File: src/rtl/smi_pkg.sv
package smi_pkg;
  localparam int DATA_W = 8;
  localparam int ADDR_W = 3;

  localparam logic [ADDR_W-1:0] A_MIRROR = 3'd0;
  localparam logic [ADDR_W-1:0] A_CLEAR  = 3'd1;
  localparam logic [ADDR_W-1:0] A_CTRL   = 3'd2;
  localparam logic [ADDR_W-1:0] A_GSEL   = 3'd3;
  localparam logic [ADDR_W-1:0] A_GDIR   = 3'd4;
  localparam logic [ADDR_W-1:0] A_GSTAT  = 3'd5;

  localparam int B_IDLE  = 0;
  localparam int B_DTRAP = 1;
  localparam int B_PTRAP = 2;
  localparam int B_PWR   = 3;
  localparam int B_THERM = 6;
  localparam int B_GPIO  = 7;
  localparam int C_WAKE_N = 7;

  localparam logic [DATA_W-1:0] CTRL_RST   = 8'h80;
  localparam logic [DATA_W-1:0] LATCH_MASK = 8'b0100_1111;

  // held bits after one clock: clear first, then new events on top
  function automatic logic [DATA_W-1:0] next_status(
    input logic [DATA_W-1:0] cur,
    input logic [DATA_W-1:0] evt,
    input logic [DATA_W-1:0] en,
    input logic              clr
  );
    logic [DATA_W-1:0] kept;
    kept = clr ? '0 : cur;
    return (kept | (evt & en)) & LATCH_MASK;
  endfunction

  // third-level flag update: write-one-to-clear, events win
  function automatic logic [DATA_W-1:0] next_flags(
    input logic [DATA_W-1:0] cur,
    input logic [DATA_W-1:0] edge_v,
    input logic [DATA_W-1:0] qual,
    input logic [DATA_W-1:0] clr_mask
  );
    return (cur & ~clr_mask) | (edge_v & qual);
  endfunction
endpackage

File: src/rtl/smi_ctrl_regs.sv
module smi_ctrl_regs
  import smi_pkg::*;
#(
  parameter int GPIO_N = 8
) (
  input  logic              clk,
  input  logic              rst_n,
  input  logic              wr_stb,
  input  logic [ADDR_W-1:0] addr,
  input  logic [DATA_W-1:0] wdata,
  output logic [DATA_W-1:0] ctrl_q,
  output logic [GPIO_N-1:0] gsel_q,
  output logic [GPIO_N-1:0] gdir_q
);
  always_ff @(posedge clk) begin
    if (!rst_n) begin
      ctrl_q <= CTRL_RST;
      gsel_q <= '0;
      gdir_q <= '0;
    end else if (wr_stb) begin
      if (addr == A_CTRL) ctrl_q <= wdata;
      if (addr == A_GSEL) gsel_q <= wdata[GPIO_N-1:0];
      if (addr == A_GDIR) gdir_q <= wdata[GPIO_N-1:0];
    end
  end
endmodule

File: src/rtl/smi_gpio_lvl3.sv
module smi_gpio_lvl3
  import smi_pkg::*;
#(
  parameter int GPIO_N = 8
) (
  input  logic              clk,
  input  logic              rst_n,
  input  logic [GPIO_N-1:0] gpio_edge,
  input  logic [GPIO_N-1:0] gsel,
  input  logic [GPIO_N-1:0] gdir,
  input  logic              clr_stb,
  input  logic [GPIO_N-1:0] clr_mask,
  output logic [GPIO_N-1:0] flags_q,
  output logic              gpio_any
);
  logic [DATA_W-1:0] cur_w, edge_w, qual_w, clr_w, nxt_w;

  always_comb begin
    cur_w  = '0;
    edge_w = '0;
    qual_w = '0;
    clr_w  = '0;
    cur_w[GPIO_N-1:0]  = flags_q;
    edge_w[GPIO_N-1:0] = gpio_edge;
    qual_w[GPIO_N-1:0] = gsel & gdir;
    if (clr_stb) clr_w[GPIO_N-1:0] = clr_mask;
    nxt_w = next_flags(cur_w, edge_w, qual_w, clr_w);
  end

  always_ff @(posedge clk) begin
    if (!rst_n) flags_q <= '0;
    else        flags_q <= nxt_w[GPIO_N-1:0];
  end

  assign gpio_any = |flags_q;
endmodule

File: src/rtl/smi_status_core.sv
module smi_status_core
  import smi_pkg::*;
(
  input  logic              clk,
  input  logic              rst_n,
  input  logic [DATA_W-1:0] evt_vec,
  input  logic [DATA_W-1:0] en_vec,
  input  logic              clr_rd,
  input  logic              gpio_flag,
  output logic [DATA_W-1:0] status_w,
  output logic              summary
);
  logic [DATA_W-1:0] nxt_w;
  assign nxt_w = next_status(status_w, evt_vec, en_vec, clr_rd);

  for (genvar b = 0; b < DATA_W; b++) begin : g_bit
    if (LATCH_MASK[b]) begin : g_held
      logic q;
      always_ff @(posedge clk) begin
        if (!rst_n) q <= 1'b0;
        else        q <= nxt_w[b];
      end
      assign status_w[b] = q;
    end else if (b == B_GPIO) begin : g_gpio
      assign status_w[b] = gpio_flag;
    end else begin : g_rsvd
      assign status_w[b] = 1'b0;
    end
  end

  assign summary = |status_w;
endmodule

File: src/rtl/smi_status_agg.sv
module smi_status_agg
  import smi_pkg::*;
#(
  parameter int GPIO_N = 8
) (
  input  logic              clk,
  input  logic              rst_n,
  input  logic              bus_req,
  input  logic              bus_wr,
  input  logic [ADDR_W-1:0] bus_addr,
  input  logic [DATA_W-1:0] bus_wdata,
  output logic [DATA_W-1:0] bus_rdata,
  input  logic              evt_idle,
  input  logic              evt_dtrap,
  input  logic              evt_ptrap,
  input  logic              evt_therm,
  input  logic              evt_pwr,
  input  logic [GPIO_N-1:0] gpio_edge,
  output logic              smi_o
);
  logic              rd_stb, wr_stb, clr_rd, gstat_clr;
  logic [DATA_W-1:0] ctrl_q;
  logic [GPIO_N-1:0] gsel_q, gdir_q, flags_q;
  logic              gpio_any, gpio_path_en, gpio_flag;
  logic [DATA_W-1:0] evt_vec, en_vec, status_w;
  logic              evt_hit, summary;

  assign rd_stb    = bus_req & ~bus_wr;
  assign wr_stb    = bus_req & bus_wr;
  assign clr_rd    = rd_stb & (bus_addr == A_CLEAR);
  assign gstat_clr = wr_stb & (bus_addr == A_GSTAT);

  smi_ctrl_regs #(.GPIO_N(GPIO_N)) i_regs (
    .clk(clk), .rst_n(rst_n), .wr_stb(wr_stb), .addr(bus_addr),
    .wdata(bus_wdata), .ctrl_q(ctrl_q), .gsel_q(gsel_q), .gdir_q(gdir_q)
  );

  smi_gpio_lvl3 #(.GPIO_N(GPIO_N)) i_lvl3 (
    .clk(clk), .rst_n(rst_n), .gpio_edge(gpio_edge), .gsel(gsel_q),
    .gdir(gdir_q), .clr_stb(gstat_clr), .clr_mask(bus_wdata[GPIO_N-1:0]),
    .flags_q(flags_q), .gpio_any(gpio_any)
  );

  assign gpio_path_en = ~ctrl_q[C_WAKE_N];
  assign gpio_flag    = gpio_any & gpio_path_en;

  always_comb begin
    evt_vec = '0;
    en_vec  = '0;
    evt_vec[B_IDLE]  = evt_idle;
    evt_vec[B_DTRAP] = evt_dtrap;
    evt_vec[B_PTRAP] = evt_ptrap;
    evt_vec[B_PWR]   = evt_pwr;
    evt_vec[B_THERM] = evt_therm;
    en_vec[B_IDLE]   = ctrl_q[B_IDLE];
    en_vec[B_DTRAP]  = ctrl_q[B_DTRAP];
    en_vec[B_PTRAP]  = ctrl_q[B_PTRAP];
    en_vec[B_THERM]  = ctrl_q[B_THERM];
    en_vec[B_PWR]    = gpio_path_en;
  end

  assign evt_hit = |(evt_vec & en_vec);

  smi_status_core i_core (
    .clk(clk), .rst_n(rst_n), .evt_vec(evt_vec), .en_vec(en_vec),
    .clr_rd(clr_rd), .gpio_flag(gpio_flag), .status_w(status_w),
    .summary(summary)
  );

  assign smi_o = summary;

  always_comb begin
    bus_rdata = '0;
    if (rd_stb) begin
      case (bus_addr)
        A_MIRROR, A_CLEAR: bus_rdata = status_w;
        A_CTRL:            bus_rdata = ctrl_q;
        A_GSEL:            bus_rdata[GPIO_N-1:0] = gsel_q;
        A_GDIR:            bus_rdata[GPIO_N-1:0] = gdir_q;
        A_GSTAT:           bus_rdata[GPIO_N-1:0] = flags_q;
        default:           bus_rdata = '0;
      endcase
    end
  end
endmodule

File: config.mk
export PLATFORM = sky130hd
export DESIGN_NAME = smi_status_agg
export DESIGN_NICKNAME = d
export VERILOG_FILES = /design/src/rtl/smi_pkg.sv /design/src/rtl/smi_ctrl_regs.sv /design/src/rtl/smi_gpio_lvl3.sv /design/src/rtl/smi_status_core.sv /design/src/rtl/smi_status_agg.sv
export SDC_FILE = /design/constraint.sdc
export NUM_CORES = 1
export LEC_CHECK = 0
export CORE_ASPECT_RATIO = 2
export CORE_MARGIN = 2
export CORE_UTILIZATION = 57
export DETAILED_ROUTE_END_ITERATION = 8
export DONT_BUFFER_PORTS = 1
export PLACE_DENSITY = 0.84
export SYNTH_ARGS = -nofsm -noshare
export SYNTH_HDL_FRONTEND = slang
export SYNTH_SLANG_ARGS = --single-unit
File: constraint.sdc
create_clock -name clk -period 1.55 [get_ports clk]
set_input_delay 0.155 -clock clk [delete_from_list [all_inputs] [get_ports clk]]
set_output_delay 0.155 -clock clk [all_outputs]
set_load 0.02 [all_outputs]
# Yosys cells after proc, flatten, opt, wreduce, memory -nomap -nowiden
# Index checks and enable logic that the tools add are counted.
# totals
inputBits,28
reg_bits,37
# classes
n_eq_ne,5
bitwise_logic,14
muxes,4
reduce_logical,7
# ops
operator,count
$pmux W8 S5,1
$and A8 B8 Y8,3
$mux W8,2
$not A8 Y8,1
$or A8 B8 Y8,1
$reduce_or A8 Y1,1
$and A7 B7 Y7,1
$mux W7,1
$or A7 B7 Y7,1
$eq A3 B2 Y1 const B,2
$eq A3 B3 Y1 const B,2
$reduce_and A2 Y1,3
$reduce_or A6 Y1,1
$and A1 B1 Y1,5
$eq A3 B1 Y1 const B,1
$logic_not A3 Y1,1
$not A1 Y1,2
$reduce_or A2 Y1,1

# Logic depth before layout (Yosys ltp)
# Gate-level depths: netlist of run 1.
# logic_depth
ltp_word,6
ltp_mapped,5
mapped_depth_nobuf,3

# Cells and area by module
# From an unflattened synthesis of run 1, not the netlist that was laid out.
# hier_totals
hier_cells,217
area_unflattened_um2,1958.1
# modules_own_cells
module,instances,area_per_inst_um2,seq_area_each_um2,cells_per_inst
smi_ctrl_regs,1,930.9,480.5,90
smi_status_agg,1,381.6,0.0,50
smi_gpio_lvl3,1,380.4,160.2,45
smi_status_core,1,265.3,100.1,32

# Worst setup path before layout of run 1
# No wires, ideal clock.
# synth_timing
path_type,flip-flop to output port
from,register i_core.g_bit[6].g_held.q
to,output smi_o
required_ns,1.395
t_arrival_ns,1.193
path_buffers,0
stages_incl_launch_ff,3
setup_slack_ns,0.202
path_cell_list,dfxtp_1 > or4_1 > or3_1
# synth_via
elab_chain_cells,1
# synth_lines
item,line,text
"start, declared",smi_status_core.sv:18,logic q;
"start signal, assigned",smi_status_core.sv:21,else q <= nxt_w[b];
$reduce_or A6 Y1,smi_status_core.sv:31,assign summary = |status_w;
"end, declared",smi_status_agg.sv:19,output logic smi_o
# Every way passes these cells.

# Worst setup path in the final report of run 1
# layout_timing
from,register i_lvl3.flags_q[0]
to,output smi_o
# layout_via
elab_chain_cells,3
# layout_lines
item,line,text
"start, declared",smi_gpio_lvl3.sv:13,"output logic [GPIO_N-1:0] flags_q,"
"start signal, assigned",smi_gpio_lvl3.sv:32,else flags_q <= nxt_w[GPIO_N-1:0];
$reduce_or A8 Y1,smi_gpio_lvl3.sv:35,assign gpio_any = |flags_q;
$and A1 B1 Y1,smi_status_agg.sv:45,assign gpio_flag = gpio_any & gpio_path_en;
$reduce_or A6 Y1,smi_status_core.sv:31,
# Every way passes these cells.

==> results.yml, run 1 <==
min_path:
  hold_start: "bus_wdata[0]"
  min_path_type: "in2reg"
timing:
  fmax_ghz: 0.5885
  slew_headroom_pct: 62.21
  hold_viol: 4
  setup_slack_ns: -0.1493
  worst_clock_skew_ns: 0.006915
  finalCritPeriodShare_pct: 109.6
  tightest_slew_ns: 0.5651
  setup_viol: 2
  rsz0062_at_grt: "yes"
  slew_viol_final: 0
  worst_hold_slack_ns: -0.004143
  min_period_ns: 1.699
place:
  post-dp-hpwl_mm: 3.875
  gp_congestion: 0.9424
  dpl_cell_area_mm2: 0.001981
  pre_cts_ws_ns: 0.05625
  io_buffer_count: 0
  dp_cells: 254
global_routing:
  grt_pass1_vias: 1920
  gr-total-overflow: 0
  grt_use_total_pct: 33.29
  grt_use_met3_pct: 6.846
  met1_usage_pct: 35.97
  grt.busiest_layer: "met2"
  use_met2_pct: 54.03
  grt_pass1_wl_mm: 9.501
  grt_max_degree: 32
  antenna_found_initial: 0
worst_setup_path:
  cp-end-kind: "output pin"
  critPathLaunchType: "flip-flop"
  critical_path_class: "reg2out"
  critPathLaunch: "i_lvl3.flags_q[0]"
  reg2reg_from: "i_regs.gdir_q[7]"
  worstPathRequired_ns: 1.39
  crit_path_max_fanout: 2
  crit_arrival_ns: 1.54
floorplan:
  die_x_um: 45.50
  die_area_mm2: 0.003958
  start_util_pct: 58.76
  rows: 30
  io_pins: 37
  coreArea_mm2: 0.003341
  die_y_um: 87.00
drt:
  vias: 1969
  wirelength_mm: 6.114
  viasPerCell: 7.186
  drc: 0
  dr.pass1.iters: 5
  wl_per_cell_um: 22.31
  drtIter0Drc: 110
  antenna_left: 0
synth:
  synth.distinct_cells: 39
  synth.area.top_cells: "dfxtp_1 (38%), nand3_1 (8.4%), o21ai_0 (8.2%), a21boi_0 (6.5%), a21boi_1 (4.2%)"
  ys_seq_area_share_pct: 37.73
  ys_seq_elements: 37
  netlist_instances: 229
  synth_area_per_cell_um2: 8.573
  syn_area_mm2: 0.001963
  syn-num-nets: 257
  synth_top_area_share_pct: 37.73
  synth_warnings: 0
  yosys.area.top_type: "dfxtp_1"
run:
  drv_cap: 0
cts:
  clk_latency_ns: 0.30
  cts.sinks: 37
  cts_tree: "built"
  root_buffer: "clkbuf_8"
  clk_pin_slew_ns: 0.07
  htreeDepth: 2
  cts_made_buffers: 5
  cts_buffer_depth: 2
layout:
  drive_gt1_share_pct: 19.42
  antennaDiodeCount: 0
  area_growth_pct: 16.38
  final_nets: 270
  final_cell_area_mm2: 0.002285
  fin_cells: 274
  fin_util_pct: 68.39
outcome:
  violations: "hold timing, setup timing"
  status: "finished with violations"
pwr:
  power.density_mw_per_mm2: 794.0
  peakVddDrop_uv: 661.7
  leakagePower_nw: 0.7802
[sequential cells by signal, summed over array words and instances (netlist names)]
register	flops
i_core.g_bit.g_held.q	5
i_regs.ctrl_q	8
i_lvl3.flags_q	8
i_regs.gsel_q	8
i_regs.gdir_q	8
[layer usage]
metal	vias to the layer above	share of wire, %
li1	885	-
met1	925	35
met2	128	51
met3	31	8.6
met4	0	5.2
met5	-	0
[stage by stage]
step                power, mW  TNS, ns
detailed placement      1.109        0
finish                  1.814  -0.2562
global route            1.854  -0.3471
floorplan               1.107        0
CTS                     1.807  -0.1199
global placement        1.108        0
[worst max-delay path, stage by stage (launching register included)]
cell	delay, ns
dfxtp_4	0.36
nor4_4	0.35
a21oi_1	0.11
or3_4	0.42
[logic make-up after synthesis]
logic type / synth area share [%]
buffers and inverters: 5.162
DFF: 37.73
and+or+nand+nor: 20.84
muxes: 5.927
AOI/OAI and AO/OA: 30.34
[repair_timing]
item                                    4_1_cts  5_1_grt
hold buffers                                 10        0
resized for setup                            12       12
buffers inserted                              0        3
pin swaps                                     2        5
endpoints found under the setup margin        2        6
endpoints found under the hold margin        10        0
[path summary, 6_finish.rpt]
check	to	depth (start not counted)	slack [ns]
worst max-delay path	smi_o	3	-0.15
worst min register to register	i_core.g_bit[0].g_held.q	2	0.49
worst max register to register	i_lvl3.flags_q[7]	3	0.63
worst min-delay path	i_regs.ctrl_q[0]	2	-0.004
[cell usage in the layout (no fill, tap or decap), types with 6 or more instances in the layout]
cell           netlist  layout
nand2_1              6       6
a31oi_1              8       8
dfxtp_1             37      28
buf_4                3      13
clkbuf_8             0       6
dlygate4sd3_1        0      10
nand3_1             33      33
and3_1               8       8
dfxtp_2              0       8
a21boi_0            17      17
mux2i_1              6       6
a21boi_1            11      11
o21ai_0             32      32
[Yosys cell counts, drive strengths merged]
library cell,number
buf,10
dfxtp,37
o22a,2
nand3,33
nand3b,3
a32oi,2
mux2i,6
nor3b,2
inv,1
o21ba,1
or4b,1
nor2,3
and3b,2
and2b,1
and2,1
nand2b,2
o22ai,1
a2111oi,1
o21ai,37
or3,1
a21oi,6
nor2b,1
nor3,1
or4,1
mux2,5
clkbuf,7
nor4,2
nand2,6
a31oi,8
and3,8
a22oi,8
or2b,1
a21boi,28
[report_power, final]
| part | internal, mW | switching [mW] | total, mW |
|---|---|---|---|
| clock | 0.353 | 0.342 | 0.694 |
| combinational | 0.0685 | 0.0846 | 0.153 |
| sequential | 0.958 | 0.00895 | 0.967 |
[cell type report]
| cell class | instances | area, µm² |
|---|---|---|
| Clock buffer | 7 | 86.33 |
| Timing Repair Buffer | 23 | 197.7 |
| Inverter | 1 | 3.754 |
| Sequential cell | 37 | 754.5 |
| Tap cell | 32 | 40.04 |
| Multi-Input combinational cell | 174 | 1202 |
| Fill cell | 263 | 1056 |
(Power assumes the default switching activity.)
==> run 2: changes to the inputs <==
CTS_CLUSTER_SIZE = 24   (was not set)
RECOVER_POWER = 25   (was not set)
==> results.yml, run 2 (same netlist as run 1, synthesis figures left out) <==
outcome:
  status: "finished with violations"
  violations: "hold timing, setup timing"
cts:
  cts_buffer_depth: 2
  clk_latency_ns: 0.30
  htreeDepth: 2
  cts.sinks: 37
  root_buffer: "clkbuf_8"
  cts_made_buffers: 5
  cts_tree: "built"
  clk_pin_slew_ns: 0.07
layout:
  multi_input_area_mm2: 0.001202
  drive_gt1_share_pct: 19.42
  area_growth_pct: 16.38
  final_nets: 270
  antennaDiodeCount: 0
  final_cell_mix: "o21ai_0 (36), nand3_1 (33), dfxtp_1 (28)"
  nFillCells: 263
  fin_util_pct: 68.39
  final_common_cell: "o21ai_0"
  fin_cells: 274
  seqCellArea_um2: 754.5
worst_setup_path:
  crit_arrival_ns: 1.54
  cp-end-kind: "output pin"
  critPathLaunchType: "flip-flop"
  r2r_cells: 3
  critical_path_class: "reg2out"
  worstPathRequired_ns: 1.39
  crit_path_max_fanout: 2
timing:
  hold_viol: 3
  rsz0062_at_grt: "yes"
  tightest_slew_ns: 0.5572
  setup_slack_ns: -0.1482
  setup_viol: 2
  finalCritPeriodShare_pct: 109.6
  worst_hold_slack_ns: -0.005312
  slew_headroom_pct: 62.74
  min_period_ns: 1.698
  slew_viol_final: 0
  fmax_ghz: 0.5888
  worst_clock_skew_ns: 0.007866
floorplan:
  die_x_um: 45.50
  io_pins: 37
  start_util_pct: 58.76
  die_area_mm2: 0.003958
  rows: 30
  die_y_um: 87.00
  coreArea_mm2: 0.003341
drt:
  antenna_left: 0
  drc: 0
  drtIter0Drc: 98
  viasPerCell: 7.179
  vias: 1967
  wirelength_mm: 6.113
  wl_per_cell_um: 22.31
  dr.pass1.iters: 5
global_routing:
  grt_use_total_pct: 33.29
  gr-total-overflow: 0
  antenna_found_initial: 0
  grt_pass1_vias: 1920
  grt_max_degree: 32
  grt_pass1_wl_mm: 9.501
place:
  dp_cells: 254
  pre_cts_ws_ns: 0.05625
  io_buffer_count: 0
  post-dp-hpwl_mm: 3.875
  gp_congestion: 0.9424
pwr:
  power.density_mw_per_mm2: 793.2
  peakVddDrop_uv: 659.7
  leakagePower_nw: 0.7803
run:
  drv_cap: 0
min_path:
  min_path_type: "in2reg"
  min_delay_path_depth: 2
run 2: metrics by stage:
stage | total power, mW | TNS, ns | area (µm²)
2_1_floorplan | 1.107 | 0 | 1963
3_3_place_gp | 1.108 | 0 | 1981
3_5_place_dp | 1.109 | 0 | 1981
4_1_cts | 1.807 | -0.1199 | 2216
5_1_grt | 1.853 | -0.3454 | 2285
6_report | 1.812 | -0.2500 | 2285
run 2: path summary, 6_finish.rpt:
check                            to              start  slack, ns
setup / recovery              smi_o  i_lvl3.flags_q[0]      -0.15
hold reg to reg    i_regs.ctrl_q[3]   i_regs.ctrl_q[3]       0.49
setup reg to reg  i_lvl3.flags_q[7]   i_regs.gdir_q[7]       0.63
hold / removal     i_regs.ctrl_q[2]       bus_wdata[2]     -0.005
run 2: final cells by class:
class	instances	share of cell area, %
well taps	32	1.752
clock buffers	7	3.779
inverters	1	0.1643
repair buffers	23	8.653
multi-input cells	174	52.63
flip-flops and latches	37	33.02
run 2: worst max-delay path, stage by stage (launching register included):
cell and delay, ns:
dfxtp_4 0.36, nor4_4 0.35, a21oi_1 0.11, or3_4 0.42
run 2: what timing repair did:
action                                  CTS  global route
gates cloned                              0             0
gates resized for setup                  12            12
buffers inserted                          0             3
hold buffers                             10             0
endpoints found under the hold margin    10             0
endpoints found under the setup margin    2             6
pin swaps                                 2             5
run 2: report_power, final:
group | internal (mW) | switching (mW) | total [mW]
combinational | 0.0684 | 0.0847 | 0.153
clock | 0.353 | 0.340 | 0.692
sequential | 0.958 | 0.00898 | 0.967
total | 1.38 | 0.433 | 1.81
run 2: per-layer routing:
metal / part of all wire [%] / wire, µm / up-vias / track usage (%)
met4: 5.2 / 315 / 0 / 24.33
met5: 0 / 0 / - / 0
met2: 52 / 3158 / 114 / 54.03
li1: - / - / 891 / -
met3: 8.3 / 509 / 30 / 6.846
met1: 35 / 2129 / 932 / 35.97
